$ cat src/rtl/tfx_pkg.sv
package tfx_pkg;
  typedef enum logic [1:0] {
    KIND_NONE = 2'd0,
    KIND_DATA = 2'd1,
    KIND_PRE  = 2'd2,
    KIND_BRK  = 2'd3
  } kind_e;
endpackage

$ cat src/rtl/tfx_holding.sv
module tfx_holding
  import tfx_pkg::*;
#(
  parameter int DATA_W = 8
) (
  input  logic            clk,
  input  logic            rst_n,
  input  logic            data_wr,
  input  logic [DATA_W:0] data_in,
  input  logic            queue_pre,
  input  logic            queue_brk,
  input  kind_e           take,
  output logic [DATA_W:0] hold_q,
  output logic            empty_q,
  output logic            pend_pre_q,
  output logic            pend_brk_q,
  output logic            empty_fall
);
  logic [DATA_W:0] hold_d;
  logic            empty_d, pre_d, brk_d;

  always_comb begin
    hold_d  = hold_q;
    empty_d = empty_q;
    if (take == KIND_DATA) empty_d = 1'b1;
    if (data_wr) begin
      hold_d  = data_in;
      empty_d = 1'b0;
    end
    pre_d      = (pend_pre_q && take != KIND_PRE) || queue_pre;
    brk_d      = (pend_brk_q && take != KIND_BRK) || queue_brk;
    empty_fall = data_wr && empty_q;
  end

  always_ff @(posedge clk or negedge rst_n) begin
    if (!rst_n) begin
      hold_q     <= '0;
      empty_q    <= 1'b1;
      pend_pre_q <= 1'b0;
      pend_brk_q <= 1'b0;
    end else begin
      hold_q     <= hold_d;
      empty_q    <= empty_d;
      pend_pre_q <= pre_d;
      pend_brk_q <= brk_d;
    end
  end

  p_write_fills_r7: assert property (@(posedge clk) disable iff (!rst_n)
    data_wr |=> !empty_q);
  p_take_empties_r7: assert property (@(posedge clk) disable iff (!rst_n)
    (take == KIND_DATA && !data_wr) |=> empty_q);
endmodule

$ cat src/rtl/tfx_shifter.sv
module tfx_shifter
  import tfx_pkg::*;
#(
  parameter int DATA_W = 8
) (
  input  logic            clk,
  input  logic            rst_n,
  input  logic            tx_en,
  input  logic            long_mode,
  input  logic            baud_tick,
  input  logic [DATA_W:0] hold_q,
  input  logic            empty_q,
  input  logic            pend_pre_q,
  input  logic            pend_brk_q,
  output kind_e           take,
  output logic            busy_q,
  output logic            frame_end,
  output logic            txd
);
  localparam int SHORT_LEN = DATA_W + 2;
  localparam int LONG_LEN  = DATA_W + 3;
  localparam int SR_W      = LONG_LEN + 1;
  localparam int CNT_W     = $clog2(SR_W + 1);

  logic [SR_W-1:0]  sr_q, sr_d, frame_vec;
  logic [CNT_W-1:0] cnt_q, cnt_d, frame_len;
  logic             busy_d, last_bit;

  always_comb begin
    last_bit  = busy_q && (cnt_q == CNT_W'(1));
    frame_end = baud_tick && last_bit;
    take      = KIND_NONE;
    if (baud_tick && tx_en && (!busy_q || last_bit)) begin
      if (pend_brk_q)      take = KIND_BRK;
      else if (pend_pre_q) take = KIND_PRE;
      else if (!empty_q)   take = KIND_DATA;
    end
    frame_len = long_mode ? CNT_W'(LONG_LEN) : CNT_W'(SHORT_LEN);
    frame_vec = '1;
    if (take == KIND_DATA) begin
      frame_vec[0] = 1'b0;
      for (int i = 0; i < DATA_W; i++) frame_vec[i+1] = hold_q[i];
      if (long_mode) frame_vec[DATA_W+1] = hold_q[DATA_W];
    end else if (take == KIND_BRK) begin
      for (int i = 0; i < SR_W; i++) frame_vec[i] = (CNT_W'(i) >= frame_len);
    end
  end

  always_comb begin
    busy_d = busy_q;
    sr_d   = sr_q;
    cnt_d  = cnt_q;
    if (take != KIND_NONE) begin
      busy_d = 1'b1;
      sr_d   = frame_vec;
      cnt_d  = (take == KIND_BRK) ? frame_len + CNT_W'(1) : frame_len;
    end else if (baud_tick && busy_q) begin
      if (last_bit) begin
        busy_d = 1'b0;
      end else begin
        sr_d  = {1'b1, sr_q[SR_W-1:1]};
        cnt_d = cnt_q - CNT_W'(1);
      end
    end
  end

  always_ff @(posedge clk or negedge rst_n) begin
    if (!rst_n) begin
      busy_q <= 1'b0;
      sr_q   <= '1;
      cnt_q  <= '0;
    end else begin
      busy_q <= busy_d;
      sr_q   <= sr_d;
      cnt_q  <= cnt_d;
    end
  end

  assign txd = !busy_q || sr_q[0];

  p_idle_line_high_r1: assert property (@(posedge clk) disable iff (!rst_n)
    !busy_q |-> txd);
  p_no_start_when_off_r9: assert property (@(posedge clk) disable iff (!rst_n)
    (!busy_q && !tx_en) |=> !busy_q);
  p_bit_held_between_ticks_r2: assert property (@(posedge clk) disable iff (!rst_n)
    !baud_tick |=> ($stable(sr_q) && $stable(busy_q)));
  p_break_starts_low_r5: assert property (@(posedge clk) disable iff (!rst_n)
    (take == KIND_BRK) |=> !txd);
endmodule

$ cat src/rtl/tfx_done_flag.sv
module tfx_done_flag (
  input  logic clk,
  input  logic rst_n,
  input  logic tx_en,
  input  logic empty_q,
  input  logic busy_q,
  input  logic pend_any,
  input  logic frame_end,
  input  logic data_wr,
  input  logic empty_fall,
  input  logic stat_rd,
  output logic tc_q
);
  logic armed_q, armed_d, tc_d, clr, set;

  always_comb begin
    clr = empty_fall || (data_wr && armed_q);
    set = (tx_en && empty_q && !busy_q && !pend_any) || (!tx_en && frame_end);
    if (data_wr)              armed_d = 1'b0;
    else if (stat_rd && tc_q) armed_d = 1'b1;
    else                      armed_d = armed_q;
    if (clr)      tc_d = 1'b0;
    else if (set) tc_d = 1'b1;
    else          tc_d = tc_q;
  end

  always_ff @(posedge clk or negedge rst_n) begin
    if (!rst_n) begin
      armed_q <= 1'b0;
      tc_q    <= 1'b0;
    end else begin
      armed_q <= armed_d;
      tc_q    <= tc_d;
    end
  end

  p_empty_fall_clears_r11: assert property (@(posedge clk) disable iff (!rst_n)
    empty_fall |=> !tc_q);
  p_armed_write_clears_r10: assert property (@(posedge clk) disable iff (!rst_n)
    (data_wr && armed_q) |=> !tc_q);
  p_off_end_sets_r9: assert property (@(posedge clk) disable iff (!rst_n)
    (!tx_en && frame_end && !data_wr) |=> tc_q);
endmodule

$ cat src/rtl/tfx_serial_tx.sv
module tfx_serial_tx
  import tfx_pkg::*;
#(
  parameter int DATA_W = 8
) (
  input  logic            clk,
  input  logic            rst_n,
  input  logic            tx_en,
  input  logic            long_mode,
  input  logic            data_wr,
  input  logic [DATA_W:0] data_in,
  input  logic            stat_rd,
  input  logic            queue_pre,
  input  logic            queue_brk,
  input  logic            baud_tick,
  output logic            txd,
  output logic            empty_flag,
  output logic            done_flag
);
  kind_e           take;
  logic [DATA_W:0] hold_q;
  logic            empty_q, pend_pre_q, pend_brk_q, empty_fall;
  logic            busy_q, frame_end;

  tfx_holding #(.DATA_W(DATA_W)) u_hold (
    .clk        (clk),
    .rst_n      (rst_n),
    .data_wr    (data_wr),
    .data_in    (data_in),
    .queue_pre  (queue_pre),
    .queue_brk  (queue_brk),
    .take       (take),
    .hold_q     (hold_q),
    .empty_q    (empty_q),
    .pend_pre_q (pend_pre_q),
    .pend_brk_q (pend_brk_q),
    .empty_fall (empty_fall)
  );

  tfx_shifter #(.DATA_W(DATA_W)) u_shift (
    .clk        (clk),
    .rst_n      (rst_n),
    .tx_en      (tx_en),
    .long_mode  (long_mode),
    .baud_tick  (baud_tick),
    .hold_q     (hold_q),
    .empty_q    (empty_q),
    .pend_pre_q (pend_pre_q),
    .pend_brk_q (pend_brk_q),
    .take       (take),
    .busy_q     (busy_q),
    .frame_end  (frame_end),
    .txd        (txd)
  );

  tfx_done_flag u_done (
    .clk        (clk),
    .rst_n      (rst_n),
    .tx_en      (tx_en),
    .empty_q    (empty_q),
    .busy_q     (busy_q),
    .pend_any   (pend_pre_q || pend_brk_q),
    .frame_end  (frame_end),
    .data_wr    (data_wr),
    .empty_fall (empty_fall),
    .stat_rd    (stat_rd),
    .tc_q       (done_flag)
  );

  assign empty_flag = empty_q;
endmodule

$ cat config.mk
export PLATFORM = sky130hd
export DESIGN_NAME = tfx_serial_tx
export DESIGN_NICKNAME = d
export VERILOG_FILES = /design/src/rtl/tfx_pkg.sv /design/src/rtl/tfx_holding.sv /design/src/rtl/tfx_shifter.sv /design/src/rtl/tfx_done_flag.sv /design/src/rtl/tfx_serial_tx.sv
export SDC_FILE = /design/constraint.sdc
export NUM_CORES = 1
export LEC_CHECK = 0
export ABC_AREA = 1
export CORE_MARGIN = 8
export CORE_UTILIZATION = 50
export CTS_CLUSTER_DIAMETER = 80
export DETAILED_ROUTE_END_ITERATION = 10
export DONT_BUFFER_PORTS = 1
export GPL_TIMING_DRIVEN = 0
export PLACE_DENSITY = 0.7
export SYNTH_ARGS = -nofsm -noshare
export SYNTH_HDL_FRONTEND = slang
export SYNTH_HIERARCHICAL = 1
export SYNTH_SLANG_ARGS = --single-unit
$ cat constraint.sdc
create_clock -name clk -period 2.55 [get_ports clk]
set_clock_uncertainty 0.15 [all_clocks]
set_input_delay 0.51 -clock clk [delete_from_list [all_inputs] [get_ports clk]]
set_output_delay 0.51 -clock clk [all_outputs]
set_load 0.005 [all_outputs]
==> metrics.yaml, run 1 <==
finalWeightedCongestion: 0.774
antenna_left: 0
number_of_rows_in_the_core_area: 21
worstSkewPairLatency_ns: 0.33
worst_setup_hold_path_clk_slew_ns: 0.09
numPortBuffers: 0
grt_pass1_wl_mm: 5.42
worst_hold_startpoint: "data_wr"
tritoncts.num_buffers: 5
layout_setup_ws_ns: 0.514
setup.worst_path.start_class: "flip-flop"
power_leakage_nw: 0.979
min_path_type: "in2reg"
vias: 1232
place.detailed.hpwl_mm: 2.30
rr_startpoint: "u_shift/cnt_q[1]"
peakVddDrop_mv: 0.460
drt-vias-per-instance: 4.56
cts_resized: 0
stdcell_count: 270
synth_area_um2: 1680
status: "finished, final reports clean"
netlist_instances: 214
pin_count_of_the_biggest_net_entering_global_routing: 31
antenna_diode_count: 0
critical_path.max_fanout: 12
synth-seq-cells: 30
fmax_mhz: 491
critical_path_arrival_ns: 2.12
most_common_library_cell_in_the_layout_ignoring_fill_and_taps: "sky130_fd_sc_hd__nand2_1"
routed_wirelength_mm: 3.11
finalHoldViolations: 0
synth_cell_type_count: 28
power-per-cell-area_nw_per_um2: 974
grt_antenna_before_repair: 0
max_cap_viol_count: 0
power_report.internal_total_w: 0.00114
final_net_count: 245
detailedPlace.worstSlack_ns: 0.524
drt_iter0_drc: 64
most-common-layout-cells: "sky130_fd_sc_hd__nand2_1, sky130_fd_sc_hd__inv_1, sky130_fd_sc_hd__dfrtp_1"
yosysWarningCount: 6
comb_power_share_pct: 35.1
timing.setup.tns_ns: 0
place.detailed.instances: 260
finalCriticalPeriod_ns: 2.04
holdWs_ns: 0.0858
number_of_drc_violations_after_detailed_routing: 0
cts.sinks: 30
worstSetupStartpoint: "u_shift/cnt_q[1]"
overflow: 0
ys_seq_area_share_pct: 45.6
die_area_um2: 5470
timing_worst_setup_path_type: "reg2reg"
cts.repair_timing.setup_buffer_count: 0
layout.filler_cells: 320
first_pass_iters: 4
tightest_slew_ns: 0.310
post_route_clock_period_utilization_pct: 79.9
timing.slew.headroom_pct: 79.1
tritoncts: "yes"
seq_power_share_pct: 44.3
slew_viol_final: 0
setup_viol_count_final: 0
chipWidth_um: 74.0
pwr-share-clk_pct: 20.6
ctsHoldBuffers: 2
clk_tree_root_cell: "sky130_fd_sc_hd__clkbuf_4"
vias_in_the_first_global_route: 1216
die_h_um: 74.0
grt_setup_unrepaired: "no"
cp_data_required_time_ns: 2.63
syn_to_final_growth_pct: 9.84
end_kind: "flip-flop"
route.detailed.wl_per_inst_um: 11.5
ctsHtreeMaxLevel: 2
core_footprint_um2: 3280
start_util_pct: 51.1
grt.total_usage_pct: 13.0
clockBufferDepth: 2
syn-num-nets: 236
floorplan.io_pins: 21
synth_area_per_cell_um2: 7.85
switching_power_w: 0.000655
netSwitchingFraction_pct: 36.4
drive_gt1_share_pct: 20.5
[power groups by stage]
stage               Clock (W)  Combinational [W]  Sequential (W)
finish               0.000370           0.000630        0.000797
global route         0.000399           0.000736        0.000818
CTS                  0.000382           0.000640        0.000797
detailed placement          0           0.000624        0.000805
global placement            0           0.000606        0.000800
floorplan                   0           0.000525        0.000774
[metrics by stage]
step,instance area (µm²),utilization (%),total power (W)
2_1_floorplan,1680,-,0.00130
3_5_place_dp,1740,52.9,0.00143
5_1_grt,1840,56.2,0.00195
6_report,1840,56.2,0.00180
4_1_cts,1840,56.2,0.00182
3_3_place_gp,1740,52.9,0.00141
[cells in the mapped netlist]
master | n | share of area [%]
sky130_fd_sc_hd__nand2_1 | 71 | 16
sky130_fd_sc_hd__inv_1 | 39 | 8.7
sky130_fd_sc_hd__dfrtp_1 | 18 | 27
sky130_fd_sc_hd__nor2_1 | 15 | 3.4
sky130_fd_sc_hd__dfstp_2 | 12 | 19
sky130_fd_sc_hd__o21ai_0 | 10 | 3.0
sky130_fd_sc_hd__a21oi_1 | 5 | 1.5
sky130_fd_sc_hd__o21ai_1 | 5 | 1.5
sky130_fd_sc_hd__o21ai_2 | 5 | 2.6
sky130_fd_sc_hd__buf_6 | 4 | 2.7
sky130_fd_sc_hd__ha_1 | 4 | 3.0
sky130_fd_sc_hd__nand2_2 | 3 | 1.1
sky130_fd_sc_hd__nand3_1 | 3 | 0.89
sky130_fd_sc_hd__a21o_1 | 2 | 0.89
sky130_fd_sc_hd__a21oi_2 | 2 | 1.0
sky130_fd_sc_hd__inv_2 | 2 | 0.45
sky130_fd_sc_hd__nand2_4 | 2 | 1.3
sky130_fd_sc_hd__nand3_4 | 2 | 2.1
sky130_fd_sc_hd__buf_2 | 1 | 0.30
sky130_fd_sc_hd__buf_4 | 1 | 0.45
sky130_fd_sc_hd__clkinv_1 | 1 | 0.22
sky130_fd_sc_hd__nand3_2 | 1 | 0.60
sky130_fd_sc_hd__nor2_2 | 1 | 0.37
sky130_fd_sc_hd__nor2_4 | 1 | 0.67
sky130_fd_sc_hd__nor3_1 | 1 | 0.30
sky130_fd_sc_hd__o211ai_1 | 1 | 0.45
sky130_fd_sc_hd__xnor2_1 | 1 | 0.52
sky130_fd_sc_hd__xor2_1 | 1 | 0.52
[critical path, stage by stage (launching register included)]
cell                      delay (ns)
sky130_fd_sc_hd__dfrtp_1        0.41
sky130_fd_sc_hd__inv_1          0.09
sky130_fd_sc_hd__ha_1           0.16
sky130_fd_sc_hd__nand2_2        0.10
sky130_fd_sc_hd__nand2_4        0.10
sky130_fd_sc_hd__nand3_4        0.12
sky130_fd_sc_hd__inv_2          0.08
sky130_fd_sc_hd__buf_4          0.17
sky130_fd_sc_hd__nand2_1        0.07
sky130_fd_sc_hd__inv_1          0.07
sky130_fd_sc_hd__ha_1           0.23
sky130_fd_sc_hd__inv_1          0.05
sky130_fd_sc_hd__nand2_1        0.04
sky130_fd_sc_hd__nand2_1        0.06
sky130_fd_sc_hd__inv_1          0.03
[registers in the layout, indices dropped and copies added, names as in the netlist]
register / cells
u_done/armed_q: 1
u_done/tc_q: 1
u_hold/empty_q: 1
u_hold/hold_q: 9
u_hold/pend_brk_q: 1
u_hold/pend_pre_q: 1
u_shift/busy_q: 1
u_shift/cnt_q: 4
u_shift/sr_q: 11
[final cells by class]
cell class / instances / area [µm²] / share of cell area [%]
Tap cell: 46 / 57.6 / 3.12
Clock inverter: 3 / 40.0 / 2.17
Clock buffer: 5 / 37.5 / 2.04
Buffer: 6 / 57.6 / 3.12
Sequential cell: 30 / 766 / 41.5
Multi-Input combinational cell: 136 / 698 / 37.9
Timing Repair Buffer: 2 / 30.0 / 1.63
Inverter: 42 / 158 / 8.55
[per-layer routing]
| layer | track usage (%) | vias to the layer above | wire length (µm) |
|---|---|---|---|
| met4 | 7.98 | 0 | 82 |
| met1 | 16.4 | 543 | 1500 |
| met3 | 2.56 | 8 | 63 |
| li1 | - | 660 | - |
| met2 | 19.8 | 21 | 1460 |
| met5 | 0 | - | 0 |
[cells by family (layout without fill, tap and decap cells)]
logic type | Yosys count | count (layout) | synth area share [%]
adders and majority gates | 4 | 4 | 2.98
and+or+nand+nor | 100 | 100 | 26.6
DFF | 30 | 30 | 45.6
xor gates and xnor gates | 2 | 2 | 1.04
buffers and inverters | 48 | 58 | 12.8
AOI/OAI and AO/OA | 30 | 30 | 11.0
[final timing paths]
check / end / slack, ns / cells past startpoint
worst max-delay path: u_shift/cnt_q[0] / 0.51 / 14
worst min-delay path: u_done/armed_q / 0.09 / 1
worst max register to register: u_shift/cnt_q[0] / 0.51 / 14
worst min register to register: u_shift/sr_q[3] / 0.32 / 2
max in group asynchronous: u_hold/empty_q / 1.54 / 2
min in group asynchronous: u_hold/hold_q[6] / 0.47 / 2
No activity file was read; power rests on OpenSTA's default activity.
==> inputs of run 2 (changes only) <==
- PLACE_DENSITY: 0.7 -> 0.73
- clock period: 2.55 -> 1.72 ns (I/O delays scaled with it)
==> run 2 against run 1 <==
Final cell count grew 7.8%. Die area is the same. Utilization grew 6.6 points. Clock power grew 22%. Via count grew 9.7%. Critical endpoint is now u_shift/cnt_q[1].
==> metrics.yaml, run 2 (synthesis gave the netlist of run 1 again) <==
core_footprint_um2: 3280  # unchanged
drive_gt1_share_pct: 26.1  # was 20.5%
drt_iter0_drc: 58  # was 64
path_delay_family: "flip-flops"  # was buffers and inverters
grt.total_usage_pct: 14.3  # was 13.0%
regToRegEndpoint: "u_shift/cnt_q[1]"  # was u_shift/cnt_q[0]
grt_pass1_wl_mm: 5.94  # was 5.42 mm
worst_path_most_repeated_cell: "sky130_fd_sc_hd__nand2_4"  # was sky130_fd_sc_hd__inv_1
place.detailed.hpwl_mm: 2.26  # was 2.30 mm
timing.setup.tns_ns: 0  # unchanged
max_flop_register: "u_shift/sr_q"  # unchanged
vias_in_the_first_global_route: 1421  # was 1216
rr_startpoint: "u_shift/cnt_q[1]"  # unchanged
number_of_drc_violations_after_detailed_routing: 0  # unchanged
critical_path_arrival_ns: 1.73  # was 2.12 ns
pin_count_of_the_biggest_net_entering_global_routing: 31  # unchanged
ctsHtreeMaxLevel: 2  # unchanged
finalHoldViolations: 0  # unchanged
numPortBuffers: 0  # unchanged
vias: 1352  # was 1232
hold_end: "u_hold/empty_q"  # was u_done/armed_q
grt_setup_unrepaired: "yes"  # was no
grt_antenna_before_repair: 0  # unchanged
power_leakage_nw: 1.06  # was 0.979 nW
post_route_clock_period_utilization_pct: 96.2  # was 79.9%
holdPathStages: 2  # was 1
cp_cell_sequence: "inv_2, ha_4, nand2_4, nand2_4, nand3_4, buf_4, nand2_4, buf_6, a21oi_1, nand2_1"  # was inv_1, ha_1, nand2_2, nand2_4, nand3_4, inv_2, buf_4, nand2_1, inv_1, ha_1, inv_1, nand2_1, nand2_1, inv_1
r2r_slack_ns: 0.06  # was 0.51 ns
die_area_um2: 5470  # unchanged
timing_worst_setup_path_type: "reg2reg"  # unchanged
finalCriticalPeriod_ns: 1.66  # was 2.04 ns
power-per-cell-area_nw_per_um2: 1340  # was 974 nW/µm²
die_h_um: 74.0  # unchanged
critical_path.max_fanout: 10  # was 12
antenna_diode_count: 0  # unchanged
setup_viol_count_final: 0  # unchanged
detailedPlace.worstSlack_ns: -0.253  # was 0.524 ns
worst_path_largest_cell_delay_ns: 0.39  # was 0.41 ns
most_common_library_cell_in_the_layout_ignoring_fill_and_taps: "sky130_fd_sc_hd__nand2_1"  # unchanged
status: "finished, final reports clean"  # unchanged
drt-vias-per-instance: 4.65  # was 4.56
final_net_count: 266  # was 245
fmax_mhz: 604  # was 491 MHz
syn_to_final_growth_pct: 22.7  # was 9.84%
timing.reg2reg.worst_path_depth: 10  # was 14
critical_path_buf_inv_count: 3  # was 6
min_path_type: "in2reg"  # unchanged
clockBufferDepth: 2  # unchanged
first_pass_iters: 4  # unchanged
route.detailed.wl_per_inst_um: 11.9  # was 11.5 µm
antenna_left: 0  # unchanged
start_util_pct: 51.1  # unchanged
tritoncts: "yes"  # unchanged
setup.worst_path.start_class: "flip-flop"  # unchanged
tightest_slew_ns: 0.262  # was 0.310 ns
layout_setup_ws_ns: 0.0647  # was 0.514 ns
worstSkewPairLatency_ns: 0.33  # about the same
finalWeightedCongestion: 0.778  # was 0.774
largest_reg_flops: 11  # unchanged
overflow: 0  # unchanged
tritoncts.num_buffers: 5  # unchanged
worst_setup_hold_path_clk_slew_ns: 0.10  # was 0.09 ns
chipWidth_um: 74.0  # unchanged
peakVddDrop_mv: 0.649  # was 0.460 mV
slew_viol_final: 0  # unchanged
most-common-layout-cells: "sky130_fd_sc_hd__nand2_1, sky130_fd_sc_hd__inv_1, sky130_fd_sc_hd__dfrtp_1"  # unchanged
timing.slew.headroom_pct: 82.5  # was 79.1%
worst_hold_startpoint: "data_wr"  # unchanged
clk_tree_root_cell: "sky130_fd_sc_hd__clkbuf_4"  # unchanged
end_kind: "flip-flop"  # unchanged
routed_wirelength_mm: 3.47  # was 3.11 mm
max_cap_viol_count: 0  # unchanged
floorplan.io_pins: 21  # unchanged
cp_data_required_time_ns: 1.80  # was 2.63 ns
worst_path_cell_with_the_longest_stage_delay: "sky130_fd_sc_hd__dfrtp_1"  # unchanged
largest_registers: "u_shift/sr_q (11), u_hold/hold_q (9), u_shift/cnt_q (4)"  # unchanged
number_of_rows_in_the_core_area: 21  # unchanged
cts.sinks: 30  # unchanged
run 2: cell types whose count changed in the layout (fill, tap and decap cells not counted), sizes merged:
cell and change:
dlygate4sd3 +12, buf +8, clkbuf +2, bufinv -1, clkinv -1, clkinvlp +1
run 2: power breakdown:
| group | switching, W | internal [W] |
|---|---|---|
| clock | 0.000254 | 0.000196 |
| sequential | 0.000164 | 0.00102 |
| combinational | 0.000626 | 0.000509 |
run 2: repair_timing:
| action | CTS | global route |
|---|---|---|
| hold buffers | 14 | 0 |
| hold endpoints to repair | 42 | 0 |
| setup endpoints to repair | 4 | 13 |
| buffers inserted | 7 | 3 |
| pin swaps | 3 | 2 |
| gates resized for setup | 9 | 2 |
| cloned | 0 | 0 |
run 2: worst max path at each step:
stage	startpoint	end	slack, ns	cells past startpoint
global route	u_shift/cnt_q[1]	u_shift/cnt_q[0]	-0.02	13
detailed placement	u_shift/cnt_q[1]	u_shift/cnt_q[0]	-0.25	14
CTS	u_shift/cnt_q[1]	u_shift/cnt_q[0]	0.001	14
finish	u_shift/cnt_q[1]	u_shift/cnt_q[1]	0.06	10
global placement	u_shift/cnt_q[1]	u_shift/cnt_q[0]	-0.21	14
floorplan	u_shift/cnt_q[1]	u_shift/cnt_q[0]	-0.09	14
run 2: per-stage QoR:
| step | instances | cell area (µm²) | total power [W] | utilization [%] | hold slack, ns |
|---|---|---|---|---|---|
| detailed placement | 260 | 1750 | 0.00213 | 53.2 | -0.100 |
| global route | 291 | 2060 | 0.00299 | 62.7 | 0.0231 |
| global placement | 260 | 1750 | 0.00210 | 53.2 | -0.100 |
| floorplan | 214 | 1690 | 0.00195 | - | -0.102 |
| CTS | 289 | 2050 | 0.00274 | 62.3 | 0.0140 |
| finish | 291 | 2060 | 0.00276 | 62.7 | 0.0255 |
run 2: area by class of cell:
class | count | area [µm²]
inverter | 42 | 158
buffer | 5 | 52.6
multi-input combinational | 136 | 737
timing repair buffer | 24 | 225
tap | 46 | 57.6
fill | 282 | 1220
clock buffer | 6 | 51.3
clock inverter | 2 | 12.5
sequential | 30 | 766
run 2: layer usage:
| layer | global-route usage [%] | up-vias | share of wire, % |
|---|---|---|---|
| li1 | - | 697 | - |
| met1 | 15.2 | 624 | 45 |
| met2 | 24.7 | 23 | 50 |
| met3 | 4.04 | 8 | 3.5 |
| met4 | 8.20 | 0 | 1.9 |
| met5 | 0 | - | 0 |
run 2: worst reg2reg max path, delay by kind of cell (launching register included):
| family | cells | cell delay [ns] |
|---|---|---|
| AO/OA/AOI/OAI | 1 | 0.14 |
| flip-flops | 1 | 0.39 |
| adder cells (fa/ha/maj) | 1 | 0.16 |
| AND/OR/NAND/NOR | 5 | 0.33 |
| buffers and inverters | 3 | 0.37 |
==> inputs of run 3 (changes only) <==
- CORE_UTILIZATION: 50 -> 45
- CTS_CLUSTER_DIAMETER: 80 -> 30
- GPL_ROUTABILITY_DRIVEN: default -> 0
- PLACE_DENSITY: 0.73 -> 0.67
==> run 3 against run 2 <==
Utilization shrank 7.3 points. Hold slack worse by 0.013 ns. Combinational power is essentially flat. Global-route usage shrank 1.2 points. Non-clock buffer count down 9. Routed wire length down 2.6%. Sequential cell count is the same. Clock-buffer cell count is 1 higher. Clock power up 30%. First-iteration DRC count increased by 38%. Die area increased by 8.7%. Sequential power about the same. Critical path type unchanged. Critical endpoint is now u_shift/cnt_q[2].
==> metrics.yaml, run 3 (synthesis gave the netlist of run 1 again) <==
status: "finished, final reports clean"  # unchanged
chipWidth_um: 77.1  # was 74.0 µm
worst_path_largest_cell_delay_ns: 0.41  # was 0.39 ns
fmax_mhz: 601  # was 604 MHz
seq_power_share_pct: 40.5  # was 42.7%
max_flop_register: "u_shift/sr_q"  # unchanged
critical_path_buf_inv_count: 2  # was 3
route.detailed.wl_per_inst_um: 11.9  # about the same
vias: 1313  # was 1352
grt.total_usage_pct: 13.0  # was 14.3%
path_delay_family: "simple AND/OR/NAND/NOR gates"  # was flip-flops
die_area_um2: 5940  # was 5470 µm²
drt_iter0_drc: 80  # was 58
most_common_library_cell_in_the_layout_ignoring_fill_and_taps: "sky130_fd_sc_hd__nand2_1"  # unchanged
antenna_left: 0  # unchanged
placedInstanceArea_um2: 1750  # about the same
power-per-cell-area_nw_per_um2: 1450  # was 1340 nW/µm²
worst_path_most_repeated_cell: "sky130_fd_sc_hd__nand2_4"  # unchanged
power_report.internal_total_w: 0.00186  # was 0.00172 W
cp_cell_sequence: "ha_4, nand2_4, nand2_4, nand3_4, buf_4, nand2_4, nor2_4, buf_4, nand2_1, nand2_1"  # was inv_2, ha_4, nand2_4, nand2_4, nand3_4, buf_4, nand2_4, buf_6, a21oi_1, nand2_1
grt_antenna_before_repair: 0  # unchanged
tritoncts: "yes"  # unchanged
ctsHtreeMaxLevel: 2  # unchanged
max_cap_viol_count: 0  # unchanged
antenna_diode_count: 0  # unchanged
global_route.usage.met1_pct: 14.8  # was 15.2%
post-route-cell-area_um2: 2010  # was 2060 µm²
first_pass_iters: 4  # unchanged
place.detailed.instances: 262  # was 260
slew_viol_final: 0  # unchanged
most-common-layout-cells: "sky130_fd_sc_hd__nand2_1, sky130_fd_sc_hd__inv_1, sky130_fd_sc_hd__dfrtp_1"  # unchanged
pwr-share-clk_pct: 20.1  # was 16.3%
die_h_um: 77.1  # was 74.0 µm
global_routing_usage_on_met3_pct: 3.96  # was 4.04%
critical_path_arrival_ns: 1.74  # was 1.73 ns
number_of_rows_in_the_core_area: 22  # was 21
finalHoldViolations: 0  # unchanged
timing.slew.headroom_pct: 82.4  # was 82.5%
critical_path.max_fanout: 8  # was 10
routed_wirelength_mm: 3.38  # was 3.47 mm
setup.worst_path.start_class: "flip-flop"  # unchanged
largest_registers: "u_shift/sr_q (11), u_hold/hold_q (9), u_shift/cnt_q (4)"  # unchanged
worstSkewPairLatency_ns: 0.29  # was 0.33 ns
netSwitchingFraction_pct: 36.3  # was 37.7%
worst_path_cell_with_the_longest_stage_delay: "sky130_fd_sc_hd__dfrtp_1"  # unchanged
worst_setup_hold_path_clk_slew_ns: 0.06  # was 0.10 ns
stdcell_count: 284  # was 291
layout_setup_ws_ns: 0.0564  # was 0.0647 ns
peakVddDrop_mv: 0.780  # was 0.649 mV
grt_setup_unrepaired: "yes"  # unchanged
start_util_pct: 46.2  # was 51.1%
comb_power_share_pct: 39.5  # was 41.0%
post_route_clock_period_utilization_pct: 96.7  # was 96.2%
overflow: 0  # unchanged
power_leakage_nw: 1.04  # was 1.06 nW
floorplan.io_pins: 21  # unchanged
layout.filler_cells: 357  # was 282
tightest_slew_ns: 0.264  # was 0.262 ns
grt_pass1_wl_mm: 6.22  # was 5.94 mm
largest_reg_flops: 11  # unchanged
end_kind: "flip-flop"  # unchanged
switching_power_w: 0.00106  # was 0.00104 W
core_footprint_um2: 3630  # was 3280 µm²
detailedPlace.worstSlack_ns: -0.231  # was -0.253 ns
numPortBuffers: 0  # unchanged
clk_tree_root_cell: "sky130_fd_sc_hd__clkbuf_8"  # was sky130_fd_sc_hd__clkbuf_4
drive_gt1_share_pct: 27.5  # was 26.1%
vias_in_the_first_global_route: 1426  # was 1421
drt-vias-per-instance: 4.62  # was 4.65
min_path_type: "in2reg"  # unchanged
place.detailed.hpwl_mm: 2.32  # was 2.26 mm
clockBufferDepth: 2  # unchanged
setup_viol_count_final: 0  # unchanged
cts.sinks: 30  # unchanged
syn_to_final_growth_pct: 20.0  # was 22.7%
finalCriticalPeriod_ns: 1.66  # about the same
final_net_count: 257  # was 266
grt_busiest_layer: "met2"  # unchanged
gr-usage-met2_pct: 21.3  # was 24.7%
timing_worst_setup_path_type: "reg2reg"  # unchanged
cp_data_required_time_ns: 1.80  # about the same
number_of_drc_violations_after_detailed_routing: 0  # unchanged
pin_count_of_the_biggest_net_entering_global_routing: 31  # unchanged
tritoncts.num_buffers: 5  # unchanged
## run 3: path summary, 6_finish.rpt
| kind | start | endpoint | slack [ns] | cells past startpoint |
|---|---|---|---|---|
| hold reg to reg | u_shift/sr_q[6] | u_shift/sr_q[6] | 0.32 | 2 |
| hold / removal | data_in[6] | u_hold/hold_q[6] | 0.01 | 2 |
| max in group asynchronous | rst_n | u_shift/sr_q[3] | 0.83 | 2 |
| setup reg to reg | u_shift/cnt_q[0] | u_shift/cnt_q[2] | 0.06 | 10 |
| min in group asynchronous | rst_n | u_shift/busy_q | 0.35 | 2 |
| setup / recovery | u_shift/cnt_q[0] | u_shift/cnt_q[2] | 0.06 | 10 |
## run 3: per-layer routing
layer	wire length, µm	up-vias
li1	-	683
met5	0	-
met3	152	5
met4	82	0
met1	1520	601
met2	1630	24
## run 3: timing repair
| action | 4_1_cts | 5_1_grt |
|---|---|---|
| hold buffers | 5 | 0 |
| resized for setup | 8 | 12 |
| hold endpoints to repair | 33 | 0 |
| buffers inserted | 7 | 2 |
| pin swaps | 1 | 4 |
| endpoints found under the setup margin | 4 | 13 |
| gates cloned | 0 | 1 |
## run 3: worst reg2reg max path: stages, from the launching register on
cell,delay [ns]
sky130_fd_sc_hd__dfrtp_1,0.41
sky130_fd_sc_hd__ha_4,0.18
sky130_fd_sc_hd__nand2_4,0.07
sky130_fd_sc_hd__nand2_4,0.06
sky130_fd_sc_hd__nand3_4,0.08
sky130_fd_sc_hd__buf_4,0.17
sky130_fd_sc_hd__nand2_4,0.08
sky130_fd_sc_hd__nor2_4,0.13
sky130_fd_sc_hd__buf_4,0.16
sky130_fd_sc_hd__nand2_1,0.05
sky130_fd_sc_hd__nand2_1,0.06
## run 3: area by class of cell
cell class	count	area, µm²	area share [%]
inverter	42	163	8.07
multi-input combinational	136	743	36.9
sequential	30	766	38.0
timing repair buffer	15	135	6.71
buffer	5	56.3	2.80
clock inverter	1	5.00	0.248
clock buffer	7	86.3	4.29
tap	48	60.1	2.98
## run 3: power by group through the flow
stage / clock network, W / logic [W] / registers [W]
5_1_grt: 0.000629 / 0.00136 / 0.00122
3_3_place_gp: 0 / 0.000926 / 0.00118
3_5_place_dp: 0 / 0.000945 / 0.00119
4_1_cts: 0.000602 / 0.00109 / 0.00118
2_1_floorplan: 0 / 0.000798 / 0.00115
6_report: 0.000587 / 0.00115 / 0.00118
## run 3: per-stage QoR
step	utilization (%)	hold WS (ns)	setup TNS [ns]	power, W
after floorplan	-	-0.102	-0.137	0.00195
after global placement	48.2	-0.101	-0.634	0.00211
after detailed placement	48.2	-0.101	-0.700	0.00214
after CTS	54.3	0.00683	0	0.00287
after global routing	55.4	0.0288	-0.115	0.00320
final	55.4	0.0121	0	0.00292
